--- src/rtl/wr_bus_master.sv ---
module wr_bus_master #(
  parameter int AW = 32,
  parameter int DW = 32,
  localparam int BW = DW / 8
) (
  input  logic          clk,
  input  logic          rst_n,
  input  logic          cmd_valid,
  input  logic          cmd_write,
  input  logic [AW-1:0] cmd_addr,
  input  logic [BW-1:0] cmd_be,
  input  logic [DW-1:0] cmd_wdata,
  output logic          busy,
  output logic          done,
  output logic [DW-1:0] rdata,
  output logic [AW-1:0] bus_addr,
  output logic [BW-1:0] bus_be,
  output logic          bus_rd,
  output logic          bus_wr,
  output logic [DW-1:0] bus_wdata,
  input  logic          bus_wait,
  input  logic [DW-1:0] bus_rdata
);

  logic          rd_q, wr_q, done_q;
  logic [AW-1:0] addr_q;
  logic [BW-1:0] be_q;
  logic [DW-1:0] wdata_q, rdata_q;

  wire accept = cmd_valid && !busy;
  wire finish = (rd_q || wr_q) && !bus_wait;

  always_ff @(posedge clk or negedge rst_n) begin
    if (!rst_n) begin
      rd_q    <= 1'b0;
      wr_q    <= 1'b0;
      done_q  <= 1'b0;
      addr_q  <= '0;
      be_q    <= '0;
      wdata_q <= '0;
      rdata_q <= '0;
    end else begin
      done_q <= finish;
      if (accept) begin
        rd_q    <= !cmd_write;
        wr_q    <= cmd_write;
        addr_q  <= cmd_addr;
        be_q    <= cmd_be;
        wdata_q <= cmd_wdata;
      end else if (finish) begin
        rd_q <= 1'b0;
        wr_q <= 1'b0;
      end
      if (finish && rd_q) rdata_q <= bus_rdata;
    end
  end

  assign busy      = rd_q || wr_q;
  assign done      = done_q;
  assign rdata     = rdata_q;
  assign bus_addr  = addr_q;
  assign bus_be    = be_q;
  assign bus_rd    = rd_q;
  assign bus_wr    = wr_q;
  assign bus_wdata = wdata_q;

endmodule

--- config.mk ---
export PLATFORM = sky130hd
export DESIGN_NAME = wr_bus_master
export DESIGN_NICKNAME = d
export VERILOG_FILES = /design/src/rtl/wr_bus_master.sv
export SDC_FILE = /design/constraint.sdc
export NUM_CORES = 1
export LEC_CHECK = 0
export BUFFER_PORTS_ARGS = -buffer_cell sky130_fd_sc_hd__buf_2
export CORE_ASPECT_RATIO = 0.7
export CORE_MARGIN = 2
export CORE_UTILIZATION = 40
export DETAILED_ROUTE_END_ITERATION = 7
export PLACE_DENSITY = 0.79
export SYNTH_ARGS = -nofsm -noshare
export SYNTH_HDL_FRONTEND = slang
export SYNTH_SLANG_ARGS = --single-unit
--- constraint.sdc ---
create_clock -name clk -period 1.5 [get_ports clk]
set_input_delay 0.3 -clock clk [delete_from_list [all_inputs] [get_ports clk]]
set_output_delay 0.3 -clock clk [all_outputs]
set_load 0.05 [all_outputs]
# After elaboration in Yosys (flattened, before gate mapping)
# Cells that the tools add are included.
# op_classes
muxes,3
reduce_logical,8
# op_table
cell,n
1-bit logical AND,3
1-bit zero test,3
1-bit 2-to-1 mux,3
2-bit nonzero test,1
1-bit logical OR,1
# totals
register_bits,103
input_bits,105
out_inout_bits,104
word_cells,18

# Logic depth before layout (Yosys ltp)
# Gate-level depths: netlist of run 1.
# depth
depth_word,4
depth_mapped,4
ltp_nobuf,2

# Least setup slack after synthesis of run 1
# Ideal clock, no wire load.
# synth_timing
path_type,reg-to-reg
start,"reg wr_q, in the netlist bus_wr"
end,"reg addr_q[10], in the netlist bus_addr[10]"
setup_ns,0.127
t_arrival_ns,1.555
required_time_ns,1.373
path_slack_ns,-0.182
path_stages_with_launch,5
path_buffers,2
period_less_slack_ns,1.682
path_cell_list,dfrtp_1 nor3b_2 buf_4 buf_6 mux2_1
# synth_between
elab_chain_len,3
# synth_lines
element,line,source
"start, declared",25,"logic rd_q, wr_q, done_q;"
"start signal, assigned",46,wr_q <= cmd_write;
1-bit logical OR,58,assign busy = rd_q || wr_q;
1-bit zero test,30,wire accept = cmd_valid && !busy;
1-bit logical AND,30,
"end signal, assigned",47,addr_q <= cmd_addr;
"end, declared",26,logic [AW-1:0] addr_q;
# No other way between the ends.
# A chain may end at the register's enable or synchronous reset.

# Worst setup path in the final report of run 1
# layout_timing
start,"reg rd_q, in the netlist bus_rd"
end,out busy
# layout_between
elab_chain_len,1
# layout_lines
element,line,source
"start, declared",25,
"start signal, assigned",45,rd_q <= !cmd_write;
1-bit logical OR,58,
"end, declared",13,"output logic busy,"
# No other way between the ends.

==> reports/metrics.cfg, run 1 <==
[run_status]
status=finished clean

[yosys]
ys_top_cells_by_area=dfrtp_1, mux2_2, mux2_1
synth_edf_count=0
synth_common_cells=dfrtp_1, mux2_2, mux2_1
ys.flop_type=dfrtp_1
synth_top_cell_by_area=dfrtp_1
synth_seq_cells=103
yosysUniqueCellTypes=12
yosys.cell_count.top_type=dfrtp_1
ys_warn_count=0
synthCells=222
synth_top_area_share=0.672
synth-seq-area-share=0.672
syn_area_per_cell_um2=17.3
syn_nets=327
ys_async_sr_fraction=1.00
synthesis.area_um2=3830

[worst_setup_path]
crit_required_ps=1200
crit_slowest_cell=dfrtp_2
critical_path_arrival_ps=1190
critPathTopFamily=flip-flops
path_buf_inv=3
cp_max_fo=4
cp-start-kind=register
cp_slowest_stage_delay_ps=420
worstSetupPathType=reg -> out
worst_setup_path_end_kind=primary output
path_cells=buf_4 -> nor2_2 -> inv_1 -> buf_6

[routing]
drt_iter0_markers=76
vias=2622
wl_per_cell_um=15.4
drt-pass1-iter-count=4
antenna_left=0
drc=0
drt_wl_total_um=8810
viasPerCell=4.58

[clock_network]
cts-root-buf=clkbuf_16
cts_tree=yes
cts_buffer_depth=2
clk_latency_ps=330
cts_buffers=9
cts.sinks=103
clkTransAtPathRegs_ps=70
htreeDepth=3

[finish]
num_antenna_cells=0
nets=549
area_growth_pct=45.2
drive_gt1_frac=0.753

[sta]
tightestPinTransition_ps=280
grt_setup_unrepaired=yes
clock_skew_ps=5.30
setup_viol=0
timing.fmax_mhz=669
tns_ps=0
maxSlewHeadroom=0.813
hold_violations=0
slew_violations=0
finalCritPeriodShare=0.996
whs_ps=190
min_period_ps=1490

[die]
core_area_um2=9180
dieArea_um2=10400
num_rows=29
initial_utilization=0.418
die_w_um=121
die_h_um=85.9
ios=209

[grt]
overflow=0
grt_pass1_vias=2796
grt_start_max_net_pins=45
gr-usage-all-layers=0.167
antenna_found_initial=0
grt_pass1_wl_um=13600

[placement]
dpl.hpwl_um=6410
io_buffers=208
gp_congestion=0.727

[job]
max_cap_viol_count=0

[worst_hold_path]
min_path_type=in -> reg

[pwr]
power.density_nw_per_um2=2130
ir_worst_vdd_mv=1.24
p_leak_uw=0.00276

==> cell families (layout without fill, tap and decap cells) <==
logic type / Yosys count / after routing / share of synthesized area
buffers and inverters: 13 / 240 / 0.0222
DFF: 103 / 103 / 0.672
AOI/OAI and AO/OA: 2 / 2 / 0.00522
muxes: 100 / 100 / 0.294
and+or+nand+nor: 4 / 4 / 0.00685
==> power breakdown <==
group | leakage (uW) | switching (uW) | total [uW] | internal (uW)
sequential | 0.00121 | 419 | 4040 | 3620
combinational | 0.00141 | 3950 | 5530 | 1590
clock | 0.000139 | 951 | 2300 | 1350
total | 0.00276 | 5320 | 11900 | 6560
==> registers in the layout (all words and copies together), names as in the netlist <==
name,count
bus_wdata,32
bus_rd,1
bus_wr,1
done,1
bus_addr,32
rdata,32
bus_be,4
==> layout make-up <==
| class | count | area [um2] |
|---|---|---|
| flip-flops and latches | 103 | 2580 |
| well taps | 124 | 155 |
| clock inverters | 4 | 53.8 |
| repair buffers | 222 | 1260 |
| fillers | 701 | 3610 |
| multi-input cells | 106 | 1260 |
| clock buffers | 12 | 246 |
| inverters | 2 | 7.51 |
==> final timing paths <==
path	end	slack [ps]	startpoint	depth (start not counted)
worst min register to register	bus_addr[23]$_DFFE_PN0P_	500	bus_addr[23]$_DFFE_PN0P_	1
max in group asynchronous	bus_wr$_DFFE_PN0P_	630	rst_n	3
min in group asynchronous	bus_wdata[27]$_DFFE_PN0P_	390	rst_n	2
worst max-delay path	busy	6	bus_rd$_DFFE_PN0P_	4
worst min-delay path	rdata[6]$_DFFE_PN0P_	190	bus_rdata[6]	2
worst max register to register	bus_addr[29]$_DFFE_PN0P_	6	bus_wr$_DFFE_PN0P_	4
==> worst register-to-register path, delay by kind of cell (launching register included) <==
family / cells / cell delay (ps)
flops: 1 / 440
buf+inv: 2 / 370
mux: 1 / 340
simple gates: 1 / 230
==> metrics by stage <==
step / power (uW) / cells / setup slack [ps] / cell area (um2) / util
6_report: 11900 / 573 / 5.60 / 5570 / 0.606
5_1_grt: 12400 / 573 / -63.1 / 5570 / 0.606
4_1_cts: 11900 / 569 / -29.5 / 5480 / 0.597
3_5_place_dp: 9570 / 552 / -31.3 / 5160 / 0.562
3_3_place_gp: 9450 / 552 / 4.32 / 5160 / 0.562
2_1_floorplan: 8200 / 222 / -43.6 / 3930 / -
==> per-layer routing <==
metal  up-vias  track usage  wire length (um)
met2       121        0.288              4280
met5         -            0                 0
li1       1225            -                 -
met4         0       0.0444                79
met1      1268        0.200              3610
met3         8       0.0598               840
==> placed cells by master (no fill, tap or decap) <==
| master | instances |
|---|---|
| a32o_1 | 2 |
| bufinv_16 | 1 |
| clkbuf_1 | 2 |
| buf_6 | 3 |
| nor2_1 | 1 |
| clkbuf_16 | 11 |
| mux2_1 | 2 |
| buf_4 | 5 |
| buf_8 | 1 |
| buf_16 | 1 |
| dfrtp_1 | 101 |
| mux2_2 | 78 |
| dfrtp_2 | 2 |
| nor2_2 | 1 |
| buf_12 | 3 |
| buf_2 | 206 |
| clkinvlp_4 | 2 |
| inv_6 | 1 |
| clkbuf_8 | 1 |
| inv_1 | 2 |
| nor3b_4 | 1 |
| mux2_4 | 20 |
| dlygate4sd3_1 | 1 |
| nor2b_2 | 1 |
==> repair_timing <==
| action | CTS | global route |
|---|---|---|
| gates resized for setup | 4 | 6 |
| setup buffers | 0 | 1 |
| cloned | 0 | 3 |
| hold buffers | 1 | 0 |
| pin swaps | 0 | 0 |
| endpoints found under the setup margin | 27 | 69 |
| hold endpoints to repair | 15 | 0 |
(Power assumes the default switching activity.)
==> run 2, diff against run 1 <==
--- a/config.mk
+++ b/config.mk
@@ -11,6 +11,7 @@
 export CORE_UTILIZATION = 40
 export DETAILED_ROUTE_END_ITERATION = 7
 export PLACE_DENSITY = 0.79
+export REMOVE_ABC_BUFFERS = 1
 export SYNTH_ARGS = -nofsm -noshare
 export SYNTH_HDL_FRONTEND = slang
 export SYNTH_SLANG_ARGS = --single-unit
==> reports/metrics.cfg, run 2 (synthesis results as in run 1) <==
[clock_network]
cts_buffer_depth=2  ; unchanged
cts_tree=yes  ; unchanged
clkTransAtPathRegs_ps=70  ; about the same
cts-root-buf=clkbuf_16  ; unchanged
cts_buffers=9  ; unchanged
cts.sinks=103  ; unchanged
htreeDepth=3  ; unchanged
clk_latency_ps=330  ; about the same

[die]
ios=209  ; unchanged
die_w_um=121  ; unchanged
initial_utilization=0.418  ; unchanged
num_rows=29  ; unchanged
dieArea_um2=10400  ; unchanged
core_area_um2=9180  ; unchanged
die_h_um=85.9  ; unchanged

[grt]
grt_pass1_wl_um=13600  ; about the same
gr-usage-all-layers=0.169  ; was 0.167
overflow=0  ; unchanged
antenna_found_initial=0  ; unchanged
grt_start_max_net_pins=46  ; was 45
grt_pass1_vias=2800  ; was 2796

[pwr]
swShare=0.459  ; was 0.448
cellInternalPower_uw=6250  ; was 6560 uW
clock_power_share=0.186  ; was 0.193
seqPwrFrac=0.349  ; was 0.341
combPwrFrac=0.465  ; was 0.466
ir_worst_vdd_mv=1.30  ; was 1.24 mV
netSwitchingPower_uw=5310  ; was 5320 uW
power.density_nw_per_um2=2120  ; was 2130 nW/um2
p_leak_uw=0.00266  ; was 0.00276 uW

[routing]
vias=2637  ; was 2622
antenna_left=0  ; unchanged
drt_iter0_markers=71  ; was 76
wl_per_cell_um=15.2  ; was 15.4 um
drc=0  ; unchanged
viasPerCell=4.61  ; was 4.58
drt_wl_total_um=8710  ; was 8810 um
drt-pass1-iter-count=4  ; unchanged

[worst_setup_path]
crit_slowest_cell=dfrtp_1  ; was dfrtp_2
path_cells=buf_6 -> nor2_4 -> inv_2 -> buf_8  ; was buf_4 -> nor2_2 -> inv_1 -> buf_6
worst_setup_path_end_kind=primary output  ; unchanged
cp_max_fo=3  ; was 4
worstSetupPathType=reg -> out  ; unchanged
cp-start-kind=register  ; unchanged
critical_path_arrival_ps=1190  ; about the same
cp_slowest_stage_delay_ps=420  ; about the same
reg2reg_depth=4  ; unchanged
crit_required_ps=1200  ; about the same

[sta]
setup_viol=0  ; unchanged
clock_skew_ps=2.89  ; was 5.30 ps
grt_setup_unrepaired=yes  ; unchanged
min_period_ps=1490  ; about the same
tightestPinTransition_ps=343  ; was 280 ps
timing.fmax_mhz=670  ; was 669 MHz
layout_setup_ws_ps=7.21  ; was 5.60 ps
finalCritPeriodShare=0.995  ; was 0.996
maxSlewHeadroom=0.771  ; was 0.813
slew_violations=0  ; unchanged
hold_violations=0  ; unchanged

[placement]
dpl.hpwl_um=6440  ; was 6410 um
dp_slack_ps=-33.8  ; was -31.3 ps
post-place-cells=551  ; was 552
io_buffers=208  ; unchanged
gp_congestion=0.730  ; was 0.727

[run_status]
status=finished clean  ; unchanged

[finish]
layout_common_cells=buf_2, dfrtp_1, mux2_2  ; unchanged
num_antenna_cells=0  ; unchanged
multi_input_area_um2=1190  ; was 1260 um2
nFillCells=742  ; was 701
seqCellArea_um2=2580  ; about the same
nets=548  ; was 549
drive_gt1_frac=0.705  ; was 0.753
area_growth_pct=42.1  ; was 45.2%
final_cells=572  ; was 573
post-route-util=0.594  ; was 0.606
final_common_cell=buf_2  ; unchanged

[job]
max_cap_viol_count=0  ; unchanged

[worst_hold_path]
min_path_cells=2  ; unchanged
min_path_type=in -> reg  ; unchanged

run 2: changes by cell type in the layout (fill, tap and decap cells not counted), sizes merged:
| cell | previous run | this run |
|---|---|---|
| clkinv | 0 | 1 |
| buf | 219 | 218 |
| clkinvlp | 2 | 3 |
| inv | 3 | 2 |
| bufinv | 1 | 0 |
run 2: path summary, 6_finish.rpt:
path / startpoint / slack [ps] / endpoint
hold / removal: bus_wait / 170 / done$_DFF_PN0_
setup reg to reg: bus_wr$_DFFE_PN0P_ / 20 / bus_wdata[26]$_DFFE_PN0P_
hold reg to reg: bus_addr[17]$_DFFE_PN0P_ / 480 / bus_addr[17]$_DFFE_PN0P_
max in group asynchronous: rst_n / 560 / bus_addr[2]$_DFFE_PN0P_
setup / recovery: bus_wr$_DFFE_PN0P_ / 7 / busy
min in group asynchronous: rst_n / 420 / rdata[13]$_DFFE_PN0P_
run 2: final cells by class:
class | instances | share of cell area
clock buffers | 12 | 0.0452
multi-input cells | 106 | 0.218
inverters | 2 | 0.00138
well taps | 124 | 0.0285
repair buffers | 221 | 0.228
flip-flops and latches | 103 | 0.473
clock inverters | 4 | 0.00574
run 2: metal layers:
layer  share of wire  wire, um  GRT usage  vias to the layer above
met1            0.41      3570      0.206                     1280
li1                -         -          -                     1225
met3           0.080       699     0.0605                       13
met5               0         0          0                        -
met2            0.49      4290      0.277                      119
met4           0.016       142     0.0634                        0
run 2: timing repair:
item                                    4_1_cts  5_1_grt
pin swaps                                     1        1
endpoints found under the setup margin       24       95
hold endpoints to repair                     23        0
setup buffers                                 0        3
gates cloned                                  0        1
gates resized for setup                       5        7
hold buffers                                  1        0
run 2: worst max-delay path, delay by kind of cell (launching register included):
kind	cells	cell delay (ps)
DFF	1	420
and+or+nand+nor	1	110
buffers and inverters	3	330
run 2: power by group through the flow:
stage / clock [uW] / combinational, uW / sequential (uW)
final: 2150 / 5380 / 4030
after global routing: 2350 / 5600 / 4150
after CTS: 2230 / 5360 / 4040
after detailed placement: 0 / 5340 / 4070
after global placement: 0 / 5270 / 4030
after floorplan: 0 / 925 / 7090
run 2: metrics by stage:
| step | instance area, um2 | power, uW | hold WS, ps | setup TNS, ps |
|---|---|---|---|---|
| 2_1_floorplan | 3760 | 8010 | 4.41 | -206210 |
| 3_3_place_gp | 5070 | 9300 | 228 | -212 |
| 3_5_place_dp | 5070 | 9410 | 234 | -527 |
| 4_1_cts | 5380 | 11600 | 152 | -56.8 |
| 5_1_grt | 5450 | 12100 | 148 | -1110 |
| 6_report | 5450 | 11600 | 165 | 0 |
